File: config.mk
export PLATFORM = sky130hd
export DESIGN_NAME = quad_road_match
export DESIGN_NICKNAME = d
export VERILOG_FILES = /design/src/rtl/road_pkg.sv /design/src/rtl/rd_cfg_decode.sv /design/src/rtl/rd_gap_score.sv /design/src/rtl/rd_road_eval.sv /design/src/rtl/quad_road_match.sv
export SDC_FILE = /design/constraint.sdc
export NUM_CORES = 1
export LEC_CHECK = 0
export ABC_AREA = 1
export BUFFER_PORTS_ARGS = -buffer_cell sky130_fd_sc_hd__buf_2
export CAP_MARGIN = 20
export CORE_UTILIZATION = 30
export CTS_CLUSTER_DIAMETER = 50
export DETAILED_ROUTE_END_ITERATION = 6
export PLACE_DENSITY = 0.57
export SYNTH_ARGS = -nofsm -noshare
export SYNTH_HDL_FRONTEND = slang
export SYNTH_SLANG_ARGS = --single-unit
File: constraint.sdc
create_clock -name clk -period 8.13 [get_ports clk]
set_clock_uncertainty 0.05 [all_clocks]
set_input_delay 0.4065 -clock clk [delete_from_list [all_inputs] [get_ports clk]]
set_output_delay 0.4065 -clock clk [all_outputs]
set_load 0.01 [all_outputs]
File: src/rtl/road_pkg.sv
package road_pkg;
  localparam int NIB_W = 4;
  localparam int CODES = 4;

  // Track code for code index 0..3, ordered by lateral rank.
  function automatic logic [NIB_W-1:0] code_val(input int idx);
    case (idx)
      0:       return 4'h5;
      1:       return 4'h6;
      2:       return 4'h9;
      default: return 4'hA;
    endcase
  endfunction

  // Allowed change between consecutive gaps: none, out of 5, or into A.
  function automatic bit step_ok(input int from_i, input int to_i);
    return (from_i == to_i) || (from_i == 0) || (to_i == CODES - 1);
  endfunction

  // Code index that template t places in gap g (gap 0 in the top bits).
  function automatic int tmpl_idx(input int t, input int g, input int gaps);
    return (t >> (2 * (gaps - 1 - g))) & 3;
  endfunction

  function automatic bit road_ok(input int t, input int gaps);
    bit ok = 1'b1;
    for (int g = 1; g < gaps; g++)
      if (!step_ok(tmpl_idx(t, g - 1, gaps), tmpl_idx(t, g, gaps))) ok = 1'b0;
    return ok;
  endfunction
endpackage

File: src/rtl/rd_cfg_decode.sv
module rd_cfg_decode #(
  parameter int GAPS   = 4,
  parameter int GSEL_W = 3,
  parameter int MISS_W = 2,
  parameter int NA_W   = $clog2(GAPS + 1),
  parameter int CNT_W  = $clog2(2 * GAPS + 1)
) (
  input  logic              clk,
  input  logic              rst,
  input  logic [GSEL_W-1:0] last_gap,
  input  logic [MISS_W-1:0] miss_allow,
  output logic [NA_W-1:0]   n_act,
  output logic [CNT_W-1:0]  need
);
  logic [CNT_W-1:0] tot_bits;
  logic [CNT_W-1:0] miss_e;

  // Physical gap 1 is not wired in, so 0 and 1 both leave only the top nibble.
  always_comb begin
    if (int'(last_gap) <= 1)         n_act = NA_W'(1);
    else if (int'(last_gap) >= GAPS) n_act = NA_W'(GAPS);
    else                             n_act = NA_W'(last_gap);
  end

  always_comb begin
    tot_bits = CNT_W'({n_act, 1'b0});
    miss_e   = CNT_W'(miss_allow);
    need     = (miss_e >= tot_bits) ? CNT_W'(1) : tot_bits - miss_e;
  end

  always_ff @(posedge clk) begin
    if (!rst) begin

      n_act_range_chk: assert (n_act >= NA_W'(1) && int'(n_act) <= GAPS);

      need_floor_chk: assert (need >= CNT_W'(1) && need <= CNT_W'({n_act, 1'b0}));
    end
  end
endmodule

File: src/rtl/rd_gap_score.sv
module rd_gap_score
  import road_pkg::*;
#(
  parameter int GAPS   = 4,
  parameter int ADDR_W = GAPS * NIB_W
) (
  input  logic [ADDR_W-1:0]                 hit_addr,
  output logic [GAPS-1:0][CODES-1:0][1:0]   cnt
);
  // For each gap and each track code: how many of its two bits are present.
  for (genvar g = 0; g < GAPS; g++) begin : g_gap
    logic [NIB_W-1:0] nib;
    assign nib = hit_addr[(GAPS-1-g)*NIB_W +: NIB_W];
    for (genvar c = 0; c < CODES; c++) begin : g_code
      localparam logic [NIB_W-1:0] CV = code_val(c);
      logic [NIB_W-1:0] ov;
      assign ov = nib & CV;
      assign cnt[g][c] = {1'b0, ov[0]} + {1'b0, ov[1]} + {1'b0, ov[2]} + {1'b0, ov[3]};
    end
  end
endmodule

File: src/rtl/rd_road_eval.sv
module rd_road_eval
  import road_pkg::*;
#(
  parameter int GAPS  = 4,
  parameter int NA_W  = $clog2(GAPS + 1),
  parameter int CNT_W = $clog2(2 * GAPS + 1)
) (
  input  logic [GAPS-1:0][CODES-1:0][1:0] cnt,
  input  logic [NA_W-1:0]                 n_act,
  input  logic [CNT_W-1:0]                need,
  output logic                            accept
);
  localparam int NTMPL = CODES ** GAPS;

  logic [NTMPL-1:0] tmpl_hit;

  for (genvar t = 0; t < NTMPL; t++) begin : g_tmpl
    if (road_ok(t, GAPS)) begin : g_legal
      logic [GAPS-1:0][CNT_W-1:0] part;
      logic [CNT_W-1:0]           score;
      for (genvar g = 0; g < GAPS; g++) begin : g_part
        localparam int CI = tmpl_idx(t, g, GAPS);
        assign part[g] = (NA_W'(g) < n_act) ? CNT_W'(cnt[g][CI]) : '0;
      end
      always_comb begin
        score = '0;
        for (int g = 0; g < GAPS; g++) score = score + part[g];
      end
      assign tmpl_hit[t] = (score >= need);
    end else begin : g_illegal
      assign tmpl_hit[t] = 1'b0;
    end
  end

  assign accept = |tmpl_hit;
endmodule

File: src/rtl/quad_road_match.sv
module quad_road_match
  import road_pkg::*;
#(
  parameter int GAPS   = 4,
  parameter int GSEL_W = 3,
  parameter int MISS_W = 2,
  parameter int ADDR_W = GAPS * NIB_W
) (
  input  logic              clk,
  input  logic              rst,
  input  logic [ADDR_W-1:0] hit_addr,
  input  logic [GSEL_W-1:0] last_gap,
  input  logic [MISS_W-1:0] miss_allow,
  output logic              road_hit
);
  localparam int NA_W  = $clog2(GAPS + 1);
  localparam int CNT_W = $clog2(2 * GAPS + 1);

  logic [NA_W-1:0]                 n_act;
  logic [CNT_W-1:0]                need;
  logic [GAPS-1:0][CODES-1:0][1:0] cnt;
  logic                            accept;

  rd_cfg_decode #(
    .GAPS(GAPS), .GSEL_W(GSEL_W), .MISS_W(MISS_W), .NA_W(NA_W), .CNT_W(CNT_W)
  ) i_cfg (
    .clk(clk), .rst(rst), .last_gap(last_gap), .miss_allow(miss_allow),
    .n_act(n_act), .need(need)
  );

  rd_gap_score #(.GAPS(GAPS), .ADDR_W(ADDR_W)) i_score (
    .hit_addr(hit_addr), .cnt(cnt)
  );

  rd_road_eval #(.GAPS(GAPS), .NA_W(NA_W), .CNT_W(CNT_W)) i_eval (
    .cnt(cnt), .n_act(n_act), .need(need), .accept(accept)
  );

  always_ff @(posedge clk) begin
    if (rst) road_hit <= 1'b0;
    else     road_hit <= accept;
  end


  all_hits_accept_chk: assert property (@(posedge clk) disable iff (rst)
    (hit_addr == '1) |=> road_hit);


  empty_reject_chk: assert property (@(posedge clk) disable iff (rst)
    (hit_addr == '0) |=> !road_hit);


  straight_road_chk: assert property (@(posedge clk) disable iff (rst)
    (hit_addr == {GAPS{4'hA}}) |=> road_hit);


  sideways_reject_chk: assert property (@(posedge clk) disable iff (rst)
    (hit_addr == {{(GAPS/2){4'h6}}, {(GAPS-GAPS/2){4'h9}}} && miss_allow == '0
     && int'(last_gap) >= GAPS) |=> !road_hit);
endmodule

==> results.toml, run 1 <==
[worst_setup_path]
path_max_fanout = 13
start_kind = "primary input"
worstPathArrival_ps = 4560
criticalPathCategory = "in -> reg"
crit_start = "last_gap[2]"
required_ps = 7970
endpoint_kind = "flop"

[timing]
setup_ws_ps = 3407
setup_viol = 0
fmax_mhz = 211.7
period_needed_ps = 4723
holdWs_ps = 563.4
worst_pin_slew_ps = 889.8
finalSetupTns_ps = 0
fin_crit_sh_pct = 58.09
hold_viol = 0
slew_headroom_pct = 40.61
finalMaxSlewViolations = 0
rsz0062_at_grt = "false"

[power_and_ir_drop]
powerDensity_nw_per_um2 = 149.8
p_leak_nw = 4.091
power.total_mw = 0.9661
peakVddDrop_mv = 0.05137

[detailed_routing]
route.layer.met1.wl_um = 6806
drc = 0
antenna_left = 0
num_vias = 4688
wl_met3_um = 344
vias_per_cell = 4.361
first_iter_violations = 136
dr.pass1.iters = 4
wl_met2_um = 6378
top_layer_used = "met4"
wirelength_um = 13570
wire_per_inst_um = 12.63

[run]
cap_viol_max_count = 0

[logic_synthesis]
synth_area_um2 = 5991
synth_seq_cells = 1
synthesis.nets = 1047
ys_seq_area_share_pct = 0.3342
ys_types = 28
synth_cells = 788
avgSynthCellArea_um2 = 7.602
yosys_warnings = 0

[outcome]
status = "finished clean"

[die]
core_um2 = 19530
fp.dieH_um = 143.3
io_pins = 24
num_rows = 51
die_w_um = 143.3
die_area_um2 = 20540
initial_core_util_pct = 30.68

[clock_network]
hold_buffers = 0
cts.clk_slew.worst_paths_ps = 0
ctsResizeCount = 0
cts_setup_buffers = 0

[finish]
final_common_cell = "inv_1"
top_regs = "road_hit: 1 flops"
layout_common_cells = "inv_1, ha_1, nand2_1"
registers.top_by_ff_count = "road_hit"
stdcell_area_um2 = 6447
fin_util_pct = 33.02
n_antenna_cell = 0
nNetsFinal = 1071
final_cells = 1075
largest_register_ffs = 1
n_fill_cell = 2166
area_growth_pct = 7.623
layout-drive-gt1-share_pct = 6.296

[placement]
placedInstanceArea_um2 = 6447
place.gp.congestion = 0.7762
place_inst = 1075
place_ws_ps = 3353
portBuffers = 23
dp_hpwl_um = 11450

[grt]
antenna_found_initial = 0
grt_pass1_wl_um = 23050
grt_max_degree = 26
grt_pass1_vias = 4615
track_usage_pct = 14.18
overflow = 0

[worst_hold_path]
hp-class = "in -> reg"
min_from = "rst"
min_path_cells = 2
layout make-up:
cell class	instances	area, um2	share of cell area (%)
multi-input cells	584	5207	80.77
well taps	265	331.6	5.143
inverters	198	743.2	11.53
flip-flops and latches	1	20.02	0.3105
repair buffers	27	145.1	2.251
worst max-delay path, stage by stage:
cell	delay (ps)
buf_2	200
a21oi_4	330
inv_2	110
nand2_1	370
inv_1	260
fa_1	580
inv_1	50
fa_1	510
inv_1	40
ha_1	200
fa_1	440
ha_1	280
nand2_1	60
inv_1	40
nand3_1	60
nand3_1	80
nor2_1	170
nand2_1	60
nor2_1	90
nand2_1	50
nor2_1	90
nor2_1	50
cell usage after synthesis:
cell type / number / area, um2
a21o_1: 4 / 30.03
a21oi_1: 34 / 170.2
a21oi_4: 1 / 16.27
a31o_2: 1 / 8.760
a31oi_1: 1 / 6.260
buf_4: 2 / 15.01
clkbuf_1: 3 / 11.26
dfxtp_1: 1 / 20.02
fa_1: 51 / 1021
ha_1: 185 / 2315
inv_1: 193 / 724.4
inv_2: 5 / 18.77
nand2_1: 135 / 506.7
nand2_2: 4 / 25.02
nand2_4: 4 / 45.04
nand3_1: 52 / 260.3
nand4_1: 2 / 12.51
nor2_1: 32 / 120.1
nor2_2: 3 / 18.77
nor2_8: 1 / 20.02
o211ai_1: 1 / 7.510
o21ai_0: 12 / 60.06
o21bai_1: 15 / 112.6
or2_1: 1 / 6.260
xnor2_1: 12 / 105.1
xor2_1: 30 / 262.8
xor2_2: 1 / 16.27
xor2_4: 2 / 55.05
power by group:
part           total (mW)  internal [mW]  switching (mW)
Combinational       0.961          0.391           0.569
Sequential        0.00549        0.00529        0.000209
Clock                   0              0               0
Total               0.966          0.397           0.569
kinds of logic (layout without fill, tap and decap cells):
logic type	after synthesis	after routing	synth area share, %
adders and majority gates	236	236	55.68
and+or+nand+nor	234	234	16.94
buffers and inverters	203	225	12.84
AOI/OAI and AO/OA	69	69	6.872
xor gates and xnor gates	45	45	7.331
DFF	1	1	0.3342
final timing paths:
check / end / slack (ps)
max: road_hit$_SDFF_PP0_ / 3410
min: road_hit$_SDFF_PP0_ / 560
metal layers:
metal,track usage (%),vias up
met5,0,-
met3,0.1666,2
li1,-,2532
met1,20.34,2105
met2,24.93,49
met4,0.6159,0
(Power assumes the default switching activity.)
==> inputs of run 2 (changes only) <==
PLACE_DENSITY = 0.58   (was 0.57)
clock period = 4.05 ns   (was 8.13 ns; I/O delays follow)
==> run 2 against run 1 <==
  * Critical path depth increased by 1
  * Setup slack worse by 3400 ps
  * Sequential cell count unchanged
  * Global-route usage up 0.42 points
  * Largest cell class unchanged
==> results.toml, run 2 (synthesis gave the netlist of run 1 again) <==
[outcome]
status = "finished clean"

[finish]
largest_register_ffs = 1
multiInputGateArea_um2 = 5492
stdcell_area_um2 = 7247
final_cells = 1133
layout-drive-gt1-share_pct = 19.59
registers.top_by_ff_count = "road_hit"
top_regs = "road_hit: 1 flops"
n_antenna_cell = 0
ff_latch_area_um2 = 20.02
final_common_cell = "inv_1"
layout_common_cells = "inv_1, ha_1, nand2_1"
n_fill_cell = 2074
area_growth_pct = 20.97
nNetsFinal = 1129

[timing]
finalMaxSlewViolations = 0
fin_crit_sh_pct = 98.99
finalSetupTns_ps = 0
rsz0062_at_grt = "true"
fmax_mhz = 249.4
hold_viol = 0
period_needed_ps = 4009
setup_ws_ps = 40.99
slew_headroom_pct = 65.46
setup_viol = 0
worst_pin_slew_ps = 517.5

[grt]
antenna_found_initial = 0
grt_max_degree = 26
grt_pass1_wl_um = 23580
grt_pass1_vias = 4726
overflow = 0
track_usage_pct = 14.60

[detailed_routing]
first_iter_violations = 126
num_vias = 4846
vias_per_cell = 4.277
wirelength_um = 14500
wire_per_inst_um = 12.80
antenna_left = 0
drc = 0
dr.pass1.iters = 4

[placement]
place.gp.congestion = 0.8119
dp_hpwl_um = 12020
place_inst = 1129
placedInstanceArea_um2 = 6888
portBuffers = 23
place_ws_ps = -167.1

[power_and_ir_drop]
peakVddDrop_mv = 0.1158
p_leak_nw = 4.414
powerDensity_nw_per_um2 = 313.5

[die]
core_um2 = 19530
fp.dieH_um = 143.3
die_w_um = 143.3
die_area_um2 = 20540
initial_core_util_pct = 30.68
num_rows = 51
io_pins = 24

[worst_setup_path]
worstPathArrival_ps = 3840
endpoint_kind = "flop"
start_kind = "primary input"
path_max_fanout = 7
criticalPathCategory = "in -> reg"
required_ps = 3880

[worst_hold_path]
min_path_cells = 2
hp-class = "in -> reg"

[clock_network]
cts.clk_slew.worst_paths_ps = 0
hold_buffers = 0

[run]
cap_viol_max_count = 0
## run 2: changes by cell type in the layout (fill, tap and decap cells not counted), sizes merged
cell | before | now
buf | 27 | 85
## run 2: path summary, 6_finish.rpt
kind                   startpoint                  end
worst min-delay path          rst  road_hit$_SDFF_PP0_
worst max-delay path  hit_addr[8]  road_hit$_SDFF_PP0_
## run 2: layout make-up
| cell class | count | share of cell area, % |
|---|---|---|
| repair buffers | 85 | 9.047 |
| well taps | 265 | 4.575 |
| multi-input cells | 584 | 75.78 |
| flip-flops and latches | 1 | 0.2762 |
| inverters | 198 | 10.32 |
## run 2: timing repair
item,4_1_cts,5_1_grt
buffers inserted,1,4
pin swaps,17,56
endpoints found under the setup margin,1,1
resized for setup,24,62
## run 2: worst max-delay path: stages
cell and delay, ps:
buf_8 100, ha_4 250, inv_2 30, nor2_2 70
ha_2 180, fa_2 510, fa_2 790, ha_4 250
nand2_2 60, inv_2 30, o21ai_2 140, xnor2_1 90
ha_1 320, nand2_1 90, inv_2 50, nand3_2 50
nand3_2 100, nor2_2 150, nand2_2 80, nor2_2 100
nand2_1 50, nor2_1 90, nor2_1 60
## run 2: power breakdown
| part | switching [mW] | internal (mW) | total, mW |
|---|---|---|---|
| logic | 1.27 | 0.994 | 2.26 |
| registers | 0.000682 | 0.0106 | 0.0113 |
| clock network | 0 | 0 | 0 |
| total | 1.27 | 1.00 | 2.27 |
## run 2: per-layer routing
| metal | routed length, um | vias up | share of wire, % | GRT usage [%] |
|---|---|---|---|---|
| met5 | 0 | - | 0 | 0 |
| met4 | 163 | 0 | 1.1 | 1.400 |
| met3 | 231 | 4 | 1.6 | 0.1333 |
| met2 | 7090 | 41 | 49 | 26.91 |
| met1 | 7016 | 2158 | 48 | 19.68 |
| li1 | - | 2643 | - | - |
## run 2: through the flow
stage / total power [mW] / util, % / hold WS, ps
finish: 2.272 / 37.11 / 363.3
global route: 2.660 / 37.11 / 375.7
CTS: 2.170 / 35.76 / 373.7
detailed placement: 2.098 / 35.27 / 372.6
global placement: 2.064 / 35.27 / 368.7
floorplan: 1.483 / - / 224.9
